### src/rtl/sr_seq_pkg.sv
package sr_seq_pkg;
  typedef enum logic [2:0] {
    ST_RUN,
    ST_DRAIN,
    ST_SR,
    ST_CKSTOP,
    ST_GATED,
    ST_WAKE,
    ST_SREXIT,
    ST_PD
  } seq_state_e;
endpackage

### src/rtl/sr_ref_backlog.sv
module sr_ref_backlog #(
  parameter int MAX = 8,
  parameter int W   = $clog2(MAX + 1)
) (
  input  logic         clk,
  input  logic         rst_n,
  input  logic         tick_en,
  input  logic         tick,
  input  logic         issue,
  output logic [W-1:0] count,
  output logic         nonzero
);
  localparam logic [W-1:0] MAXV = W'(MAX);

  logic inc;
  assign inc     = tick_en && tick;
  assign nonzero = (count != '0);

  always_ff @(posedge clk) begin
    if (!rst_n) begin
      count <= '0;
    end else begin
      case ({inc, issue})
        2'b10:   if (count != MAXV) count <= count + 1'b1;
        2'b01:   if (count != '0)   count <= count - 1'b1;
        default: count <= count;
      endcase
    end
  end

  assert_backlog_bound_R4: assert property (@(posedge clk) disable iff (!rst_n)
    count <= MAXV);
  assert_backlog_sat_R4: assert property (@(posedge clk) disable iff (!rst_n)
    (count == MAXV && !issue) |=> count == MAXV);
endmodule

### src/rtl/sr_access_tracker.sv
module sr_access_tracker #(
  parameter int MAX_OUT = 4,
  parameter int W       = $clog2(MAX_OUT + 1)
) (
  input  logic         clk,
  input  logic         rst_n,
  input  logic         accept,
  input  logic         done,
  output logic [W-1:0] count,
  output logic         empty,
  output logic         full
);
  localparam logic [W-1:0] MAXV = W'(MAX_OUT);

  logic dec;
  assign empty = (count == '0);
  assign full  = (count == MAXV);
  assign dec   = done && !empty;

  always_ff @(posedge clk) begin
    if (!rst_n) begin
      count <= '0;
    end else if (accept && !dec) begin
      count <= count + 1'b1;
    end else if (dec && !accept) begin
      count <= count - 1'b1;
    end
  end

  assert_no_overflow_R2: assert property (@(posedge clk) disable iff (!rst_n)
    full |-> !accept);
endmodule

### src/rtl/sr_stab_timer.sv
module sr_stab_timer #(
  parameter int W = 8
) (
  input  logic         clk,
  input  logic         rst_n,
  input  logic         start,
  input  logic [W-1:0] len,
  output logic         done
);
  logic [W-1:0] cnt;

  assign done = (cnt == '0);

  always_ff @(posedge clk) begin
    if (!rst_n)          cnt <= '0;
    else if (start)      cnt <= len;
    else if (cnt != '0)  cnt <= cnt - 1'b1;
  end
endmodule

### src/rtl/sr_clkstop_seq.sv
module sr_clkstop_seq
  import sr_seq_pkg::*;
#(
  parameter int MAX_OUT     = 4,
  parameter int BACKLOG_MAX = 8,
  parameter int STAB_W      = 8
) (
  input  logic              clk,
  input  logic              rst_n,
  input  logic              cfg_lp_en,
  input  logic              cfg_pd_sel,
  input  logic              cfg_clkstop_en,
  input  logic [STAB_W-1:0] cfg_stab_cycles,
  input  logic              req_valid,
  output logic              req_ready,
  input  logic              acc_done,
  input  logic              ref_tick,
  output logic              cmd_ref,
  output logic              cmd_sr_enter,
  output logic              cmd_sr_exit,
  output logic              cmd_pd_enter,
  output logic              cmd_pd_exit,
  output logic              mclk_en,
  output logic              phy_ready,
  output logic              upclk_gate_ok
);
  localparam int OUT_W = $clog2(MAX_OUT + 1);
  localparam int BL_W  = $clog2(BACKLOG_MAX + 1);

  seq_state_e state, state_nx;

  logic [OUT_W-1:0] out_cnt;
  logic [BL_W-1:0]  bl_cnt;
  logic out_empty, out_full, bl_nz, drained;
  logic accept, tick_en, clk_off, wake_start, stab_done;

  // traffic stall and refresh issue
  assign req_ready = (state == ST_RUN) && !cfg_lp_en && !out_full;
  assign accept    = req_valid && req_ready;
  assign tick_en   = (state == ST_RUN) || (state == ST_DRAIN);
  assign drained   = out_empty && !bl_nz;
  assign cmd_ref   = bl_nz && out_empty &&
                     (((state == ST_RUN) && !cfg_lp_en && !req_valid) ||
                      ((state == ST_DRAIN) && cfg_lp_en));

  // entry and exit strobes
  assign cmd_sr_enter = (state == ST_DRAIN) && cfg_lp_en && drained && !cfg_pd_sel;
  assign cmd_pd_enter = (state == ST_DRAIN) && cfg_lp_en && drained &&  cfg_pd_sel;
  assign cmd_pd_exit  = (state == ST_PD) && !cfg_lp_en;
  assign cmd_sr_exit  = (state == ST_SREXIT);

  // clock and status
  assign clk_off       = (state == ST_CKSTOP) || (state == ST_GATED);
  assign mclk_en       = !clk_off;
  assign phy_ready     = !clk_off && (state != ST_WAKE);
  assign upclk_gate_ok = (state == ST_GATED);
  assign wake_start    = clk_off && (!cfg_lp_en || !cfg_clkstop_en);

  sr_access_tracker #(.MAX_OUT(MAX_OUT), .W(OUT_W)) u_trk (
    .clk(clk), .rst_n(rst_n), .accept(accept), .done(acc_done),
    .count(out_cnt), .empty(out_empty), .full(out_full)
  );

  sr_ref_backlog #(.MAX(BACKLOG_MAX), .W(BL_W)) u_bl (
    .clk(clk), .rst_n(rst_n), .tick_en(tick_en), .tick(ref_tick),
    .issue(cmd_ref), .count(bl_cnt), .nonzero(bl_nz)
  );

  sr_stab_timer #(.W(STAB_W)) u_tmr (
    .clk(clk), .rst_n(rst_n), .start(wake_start), .len(cfg_stab_cycles),
    .done(stab_done)
  );

  always_comb begin
    state_nx = state;
    unique case (state)
      ST_RUN:    if (cfg_lp_en) state_nx = ST_DRAIN;
      ST_DRAIN:  if (!cfg_lp_en)   state_nx = ST_RUN;
                 else if (drained) state_nx = cfg_pd_sel ? ST_PD : ST_SR;
      ST_SR:     if (!cfg_lp_en)          state_nx = ST_SREXIT;
                 else if (cfg_clkstop_en) state_nx = ST_CKSTOP;
      ST_CKSTOP,
      ST_GATED:  state_nx = wake_start ? ST_WAKE : ST_GATED;
      ST_WAKE:   if (stab_done) state_nx = cfg_lp_en ? ST_SR : ST_SREXIT;
      ST_SREXIT: state_nx = ST_RUN;
      ST_PD:     if (!cfg_lp_en) state_nx = ST_RUN;
      default:   state_nx = ST_RUN;
    endcase
  end

  always_ff @(posedge clk) begin
    if (!rst_n) state <= ST_RUN;
    else        state <= state_nx;
  end

  assert_stall_outside_run_R2: assert property (@(posedge clk) disable iff (!rst_n)
    (state != ST_RUN) |-> !req_ready);
  assert_entry_drained_R3: assert property (@(posedge clk) disable iff (!rst_n)
    (cmd_sr_enter || cmd_pd_enter) |-> (out_cnt == '0 && bl_cnt == '0));
  assert_clock_flag_R6: assert property (@(posedge clk) disable iff (!rst_n)
    !mclk_en |-> !phy_ready);
  assert_gate_after_flag_R7: assert property (@(posedge clk) disable iff (!rst_n)
    $rose(upclk_gate_ok) |-> ($past(!phy_ready) && !mclk_en));
  assert_no_gate_in_pd_R7: assert property (@(posedge clk) disable iff (!rst_n)
    (state == ST_PD) |-> (!upclk_gate_ok && mclk_en));
  assert_exit_flag_R8: assert property (@(posedge clk) disable iff (!rst_n)
    cmd_sr_exit |-> phy_ready);
  assert_one_strobe_R12: assert property (@(posedge clk) disable iff (!rst_n)
    $countones({cmd_ref, cmd_sr_enter, cmd_sr_exit, cmd_pd_enter, cmd_pd_exit}) <= 1);
endmodule

### config.mk
export PLATFORM = sky130hd
export DESIGN_NAME = sr_clkstop_seq
export DESIGN_NICKNAME = d
export VERILOG_FILES = /design/src/rtl/sr_seq_pkg.sv /design/src/rtl/sr_ref_backlog.sv /design/src/rtl/sr_access_tracker.sv /design/src/rtl/sr_stab_timer.sv /design/src/rtl/sr_clkstop_seq.sv
export SDC_FILE = /design/constraint.sdc
export NUM_CORES = 1
export LEC_CHECK = 0
export BUFFER_PORTS_ARGS = -buffer_cell sky130_fd_sc_hd__buf_2
export CAP_MARGIN = 20
export CORE_ASPECT_RATIO = 0.6
export CORE_MARGIN = 5
export CORE_UTILIZATION = 40
export DETAILED_ROUTE_END_ITERATION = 16
export PLACE_DENSITY = 0.72
export SLEW_MARGIN = 10
export SYNTH_ARGS = -nofsm -noshare
export SYNTH_HDL_FRONTEND = slang
export SYNTH_SLANG_ARGS = --single-unit
### constraint.sdc
create_clock -name clk -period 6.3 [get_ports clk]
set_clock_uncertainty 0.05 [all_clocks]
set_input_delay 0.945 -clock clk [delete_from_list [all_inputs] [get_ports clk]]
set_output_delay 0.945 -clock clk [all_outputs]
set_load 0.01 [all_outputs]
* Word-level counts from Yosys, hierarchy flattened *
Index checks and enable logic that the tools add are counted.

storage, ports and cells
  flip-flop bits (word level) = 18
  input port bits = 16
  output and inout port bits = 9
  word-level logic and storage cells = 89

cells by class
  add/subtract/negate cells = 5
  equality and inequality tests = 19
  mux-type cells = 18
  reductions and logical operators = 43

operators by type and width
  cell                                                                 number
  3-bit two-way mux                                                    11
  3-bit case mux with 7 select lines                                   1
  1-bit logical AND                                                    18
  8-bit two-way mux                                                    2
  3-bit == test (second input constant)                                5
  1-bit logical NOT                                                    10
  3-bit != test (second input constant)                                3
  8-bit logical NOT                                                    1
  4-bit two-way mux                                                    2
  2-bit != test (second input constant)                                4
  4-bit case mux with 2 select lines                                   1
  8-bit nonzero test                                                   1
  8-bit by 1-bit subtractor with 8-bit output (second input constant)  1
  3-bit by 2-bit == test with 1-bit output (second input constant)     2
  3-bit logical NOT                                                    2
  2-bit nonzero test                                                   3
  5-bit AND reduction                                                  1
  4-bit by 1-bit adder with 4-bit output (second input constant)       1
  1-bit logical OR                                                     4
  4-bit != test (second input constant)                                1
  4-bit nonzero test                                                   1
  4-bit by 1-bit subtractor with 4-bit output (second input constant)  1
  3-bit by 1-bit adder with 3-bit output (second input constant)       1
  3-bit by 1-bit == test with 1-bit output (second input constant)     1
  other kinds (7)                                                      7

* Depth between registers and ports, before layout *
  depth after elaboration = 8
  depth in mapped cells = 10
  depth with buffers taken out = 9

* Hierarchy *
A second synthesis with hierarchy kept.

second synthesis, totals
  cell total of the unflattened synthesis = 152
  area total of the unflattened synthesis = 1331.3 µm²

modules (own cells, without submodules)
  module             instances  cells an instance  area an instance (µm²)  sequential area each (µm²)
  sr_stab_timer      1          51                 457.9                   160.2
  sr_clkstop_seq     1          57                 426.7                   60.1
  sr_ref_backlog     1          27                 272.8                   80.1
  sr_access_tracker  1          17                 173.9                   60.1

* Worst setup path after synthesis *
OpenSTA, ideal clock, no wires.

  path type = input -> register
  start = input port cfg_lp_en
  end = register u_trk.count[2]
  library setup time = 0.070 ns
  data arrival time = 2.846 ns
  data required time = 6.180 ns
  slack = 3.334 ns
  stages = 9
  path buffers = 1
  cell sequence = buf_2 > a2111oi_2 > and2_1 > ha_1 > inv_1 > fa_1 > xor2_1 > or3_1 > a21oi_1

on the way
  longest elaborated chain between the ends = 7
  elaborated cells between the ends (all ways) = 9
  those cells by class = mux: 1; reduce/logical: 8

RTL lines
  element                              RTL line                 source
  start: declaration                   sr_clkstop_seq.sv:10     input logic cfg_lp_en,
  1-bit logical NOT (*)                --
  1-bit logical AND (*) (2 in series)  sr_clkstop_seq.sv:38     assign req_ready = (state == ST_RUN) && !cfg_lp_en && !out_full;
  named net req_ready                  sr_clkstop_seq.sv:15     output logic req_ready,
  1-bit logical AND (*)                sr_clkstop_seq.sv:39     assign accept = req_valid && req_ready;
  1-bit logical NOT                    sr_access_tracker.sv:25  end else if (dec && !accept) begin
  1-bit logical AND                    sr_access_tracker.sv:25
  2-bit nonzero test (no line)         --
  end signal: assignment               sr_access_tracker.sv:24  count <= count + 1'b1;
  end signal: assignment               sr_access_tracker.sv:26  count <= count - 1'b1;
  end: declaration                     sr_access_tracker.sv:9   output logic [W-1:0] count,

Mark *: on every way through the listed nets, which the timed path passes. The rest lies on a longest branch.
A chain may end at the register's enable or synchronous reset.

* Worst setup path in the final report *
  start = input port cfg_lp_en
  end = output port cmd_ref

on the way
  longest elaborated chain between the ends = 5
  elaborated cells between the ends (all ways) = 6
  those cells by class = reduce/logical: 6

RTL lines
  element                          RTL line              source
  1-bit logical NOT                --
  1-bit logical AND (2 in series)  sr_clkstop_seq.sv:43  (((state == ST_RUN) && !cfg_lp_en && !req_valid) ||
  1-bit logical OR (*)             sr_clkstop_seq.sv:43
  1-bit logical AND (*)            sr_clkstop_seq.sv:42  assign cmd_ref = bl_nz && out_empty &&
  end: declaration                 sr_clkstop_seq.sv:18  output logic cmd_ref,

Mark *: on every way between the ends. The rest lies on a longest branch, timed or not.

==> flow_metrics.env <==
export IMPL_fmax_ghz=0.351
export IMPL_tightest_slew_ns=0.595
export IMPL_finalMaxSlewViolations=0
export IMPL_fin_tns_setup_ns=0
export IMPL_total_power_mw=0.686
export IMPL_syn_nets=192
export IMPL_synth_common_cells="18 x dfxtp_1, 15 x a21oi_1, 14 x nand2_1"
export IMPL_netlist_area_mm2=0.00144
export IMPL_max_vdd_ir_drop_v=0.000160
export IMPL_area_delta_synth_final_pct=12.2
export IMPL_grt_max_degree=20
export IMPL_cts_resized=0
export IMPL_synth_seq_area_share_pct=25.0
export IMPL_h_tree_depth=1
export IMPL_finalHoldViolCount=0
export IMPL_coreArea_mm2=0.00336
export IMPL_relSlewSlack_pct=60.3
export IMPL_grt_overflow_total=0
export IMPL_hold_class="reg -> reg"
export IMPL_drc_errors=0
export IMPL_postSynth_asyncResetShare_pct=0
export IMPL_cp_start_kind="primary input"
export IMPL_critical_path_class="in -> out"
export IMPL_synth_flop_cell="dfxtp_1"
export IMPL_dp_cells=231
export IMPL_wirelength_um=3010
export IMPL_post_route_util_pct=48.1
export IMPL_critPathMaxFanout=9
export IMPL_tritoncts="built"
export IMPL_grt_pass1_wl_um=5260
export IMPL_fin_crit_ns=2.85
export IMPL_rows=16
export IMPL_synth_edff_count=0
export IMPL_routedWlPerCell_um=12.9
export IMPL_track_usage_pct=13.1
export IMPL_ys_ff_latch=18
export IMPL_r2r_start="state[1]$_SDFFE_PN0P_"
export IMPL_num_vias=1274
export IMPL_stdcell_count=234
export IMPL_place_hpwl_um=2370
export IMPL_synth_avg_cell_area_um2=8.53
export IMPL_critPathLaunch="cfg_lp_en"
export IMPL_max_cap_viol_count=0
export IMPL_synth_area_leaders="dfxtp_1 25%, a21oi_1 5.2%, mux2i_1 4.9%, ha_1 4.3%, nand2_1 3.6%"
export IMPL_p_per_area_mw_per_mm2=424
export IMPL_yosysMostFrequentCell="dfxtp_1"
export IMPL_globalplace_congestion=0.765
export IMPL_first_iter_violations=74
export IMPL_arrival_ns=1.85
export IMPL_floorplan_initialDensity_pct=42.9
export IMPL_drive_above_1_share_pct=23.8
export IMPL_grt_pass1_vias=1132
export IMPL_clk_latency_ns=0.25
export IMPL_nFillCells=343
export IMPL_antennaDiodeCount=0
export IMPL_stdcell_area_mm2=0.00162
export IMPL_viasPerCell=5.44
export IMPL_nets=214
export IMPL_cts_path_max_buffers=2
export IMPL_hp_start="u_bl.count[3]$_SDFFE_PN0P_"
export IMPL_cts_setup_buffers=0
export IMPL_die_width_um=87.5
export IMPL_dpl_instance_area_mm2=0.00158
export IMPL_clock_sinks=18
export IMPL_grt_antenna_before_repair=0
export IMPL_io_pins=25
export IMPL_leakagePower_nw=0.683
export IMPL_clkTransAtPathRegs_ns=0.07
export IMPL_synth_top_area_share_pct=25.0
export IMPL_netlist_instances=169
export IMPL_timing_final_crit_share_pct=45.2
export IMPL_cts_buffers=3
export IMPL_rsz0062_at_grt="false"
export IMPL_first_pass_iters=4
export IMPL_outcome="finished, final reports clean"
export IMPL_die_h_um=56.5
export IMPL_yosys_area_top_type="dfxtp_1"
export IMPL_ant_nets=0
export IMPL_clockRootBuffer="clkbuf_8"
export IMPL_crit_required_ns=5.30
export IMPL_end_kind="output port"
export IMPL_dieArea_mm2=0.00494
export IMPL_setup_viol_count_final=0
export IMPL_postCtsHoldBufs=0
export IMPL_synth_distinct_cells=55
export IMPL_yosys_warnings=0
export IMPL_port_buffers=24
cells by family after synthesis:
group / after synthesis / share of synthesized area, %
AO/OA/AOI/OAI: 46 / 22.7
XOR/XNOR: 5 / 3.04
adder cells (fa/ha/maj): 8 / 7.81
buffers and inverters: 20 / 6.25
flip-flops: 18 / 25.0
multiplexers: 9 / 6.68
AND/OR/NAND/NOR: 63 / 28.6
registers in the layout (all words and copies together), names as in the netlist:
name / count
state: 3
u_bl.count: 4
u_tmr.cnt: 8
u_trk.count: 3
per-stage QoR:
stage / hold WS (ns) / setup WS [ns]
2_1_floorplan: 0.445 / 3.33
3_3_place_gp: 0.478 / 3.31
3_5_place_dp: 0.486 / 3.21
4_1_cts: 0.498 / 3.44
5_1_grt: 0.513 / 3.32
6_report: 0.498 / 3.45
per-layer routing:
layer | track usage [%] | wire length (um) | part of all wire [%]
met5 | 0 | 0 | 0
met4 | 3.28 | 28 | 0.93
met3 | 4.24 | 198 | 6.6
met2 | 17.3 | 1150 | 38
met1 | 20.0 | 1640 | 54
area by class of cell:
type                    instances  area (um^2)  share of cell area (%)
multi-input cells             131          991                    61.3
flip-flops and latches         18          360                    22.3
repair buffers                 24          120                    7.42
well taps                      45         56.3                    3.48
inverters                      13         48.8                    3.02
clock buffers                   3         41.3                    2.55
report_power, final:
group | internal [mW] | leakage, nW | switching [mW] | total [mW]
combinational | 0.188 | 0.513 | 0.199 | 0.387
sequential | 0.151 | 0.148 | 0.0687 | 0.219
clock | 0.0425 | 0.0216 | 0.0376 | 0.0800
worst max-delay path: stages:
cell	delay [ns]
buf_2	0.15
nor3_2	0.26
o21ai_2	0.15
nor3_1	0.20
buf_2	0.15
cell usage in the layout, fill, tap and decap left out, types with 2 or more instances in the layout:
master	Yosys	layout
inv_1	12	12
and3b_1	2	2
a21oi_1	15	15
dfxtp_1	18	18
o31ai_1	2	2
o21ai_1	4	4
mux2i_1	7	7
o211ai_1	2	2
o21ai_0	4	4
fa_1	2	2
nor3b_1	2	2
o21ai_2	2	2
nor4_4	2	2
nor2_1	10	10
nand2b_1	5	5
buf_2	3	24
clkbuf_8	0	3
ha_1	5	5
xor2_1	3	3
nor3_1	7	7
a211oi_1	2	2
nor3_2	3	3
nand3_1	2	2
a31oi_1	3	3
nand2_1	14	14
o22ai_1	3	3
or3_1	3	3
xnor2_1	2	2
and2_1	2	2
path summary, 6_finish.rpt:
check / endpoint / slack, ns / cells past startpoint
worst max-delay path: cmd_ref / 3.45 / 5
worst min-delay path: u_bl.count[3]$_SDFFE_PN0P_ / 0.50 / 2
worst max register to register: u_trk.count[2]$_SDFFE_PN0P_ / 3.64 / 9
worst min register to register: u_bl.count[3]$_SDFFE_PN0P_ / 0.50 / 2
Power figures use the tool's default switching activity.
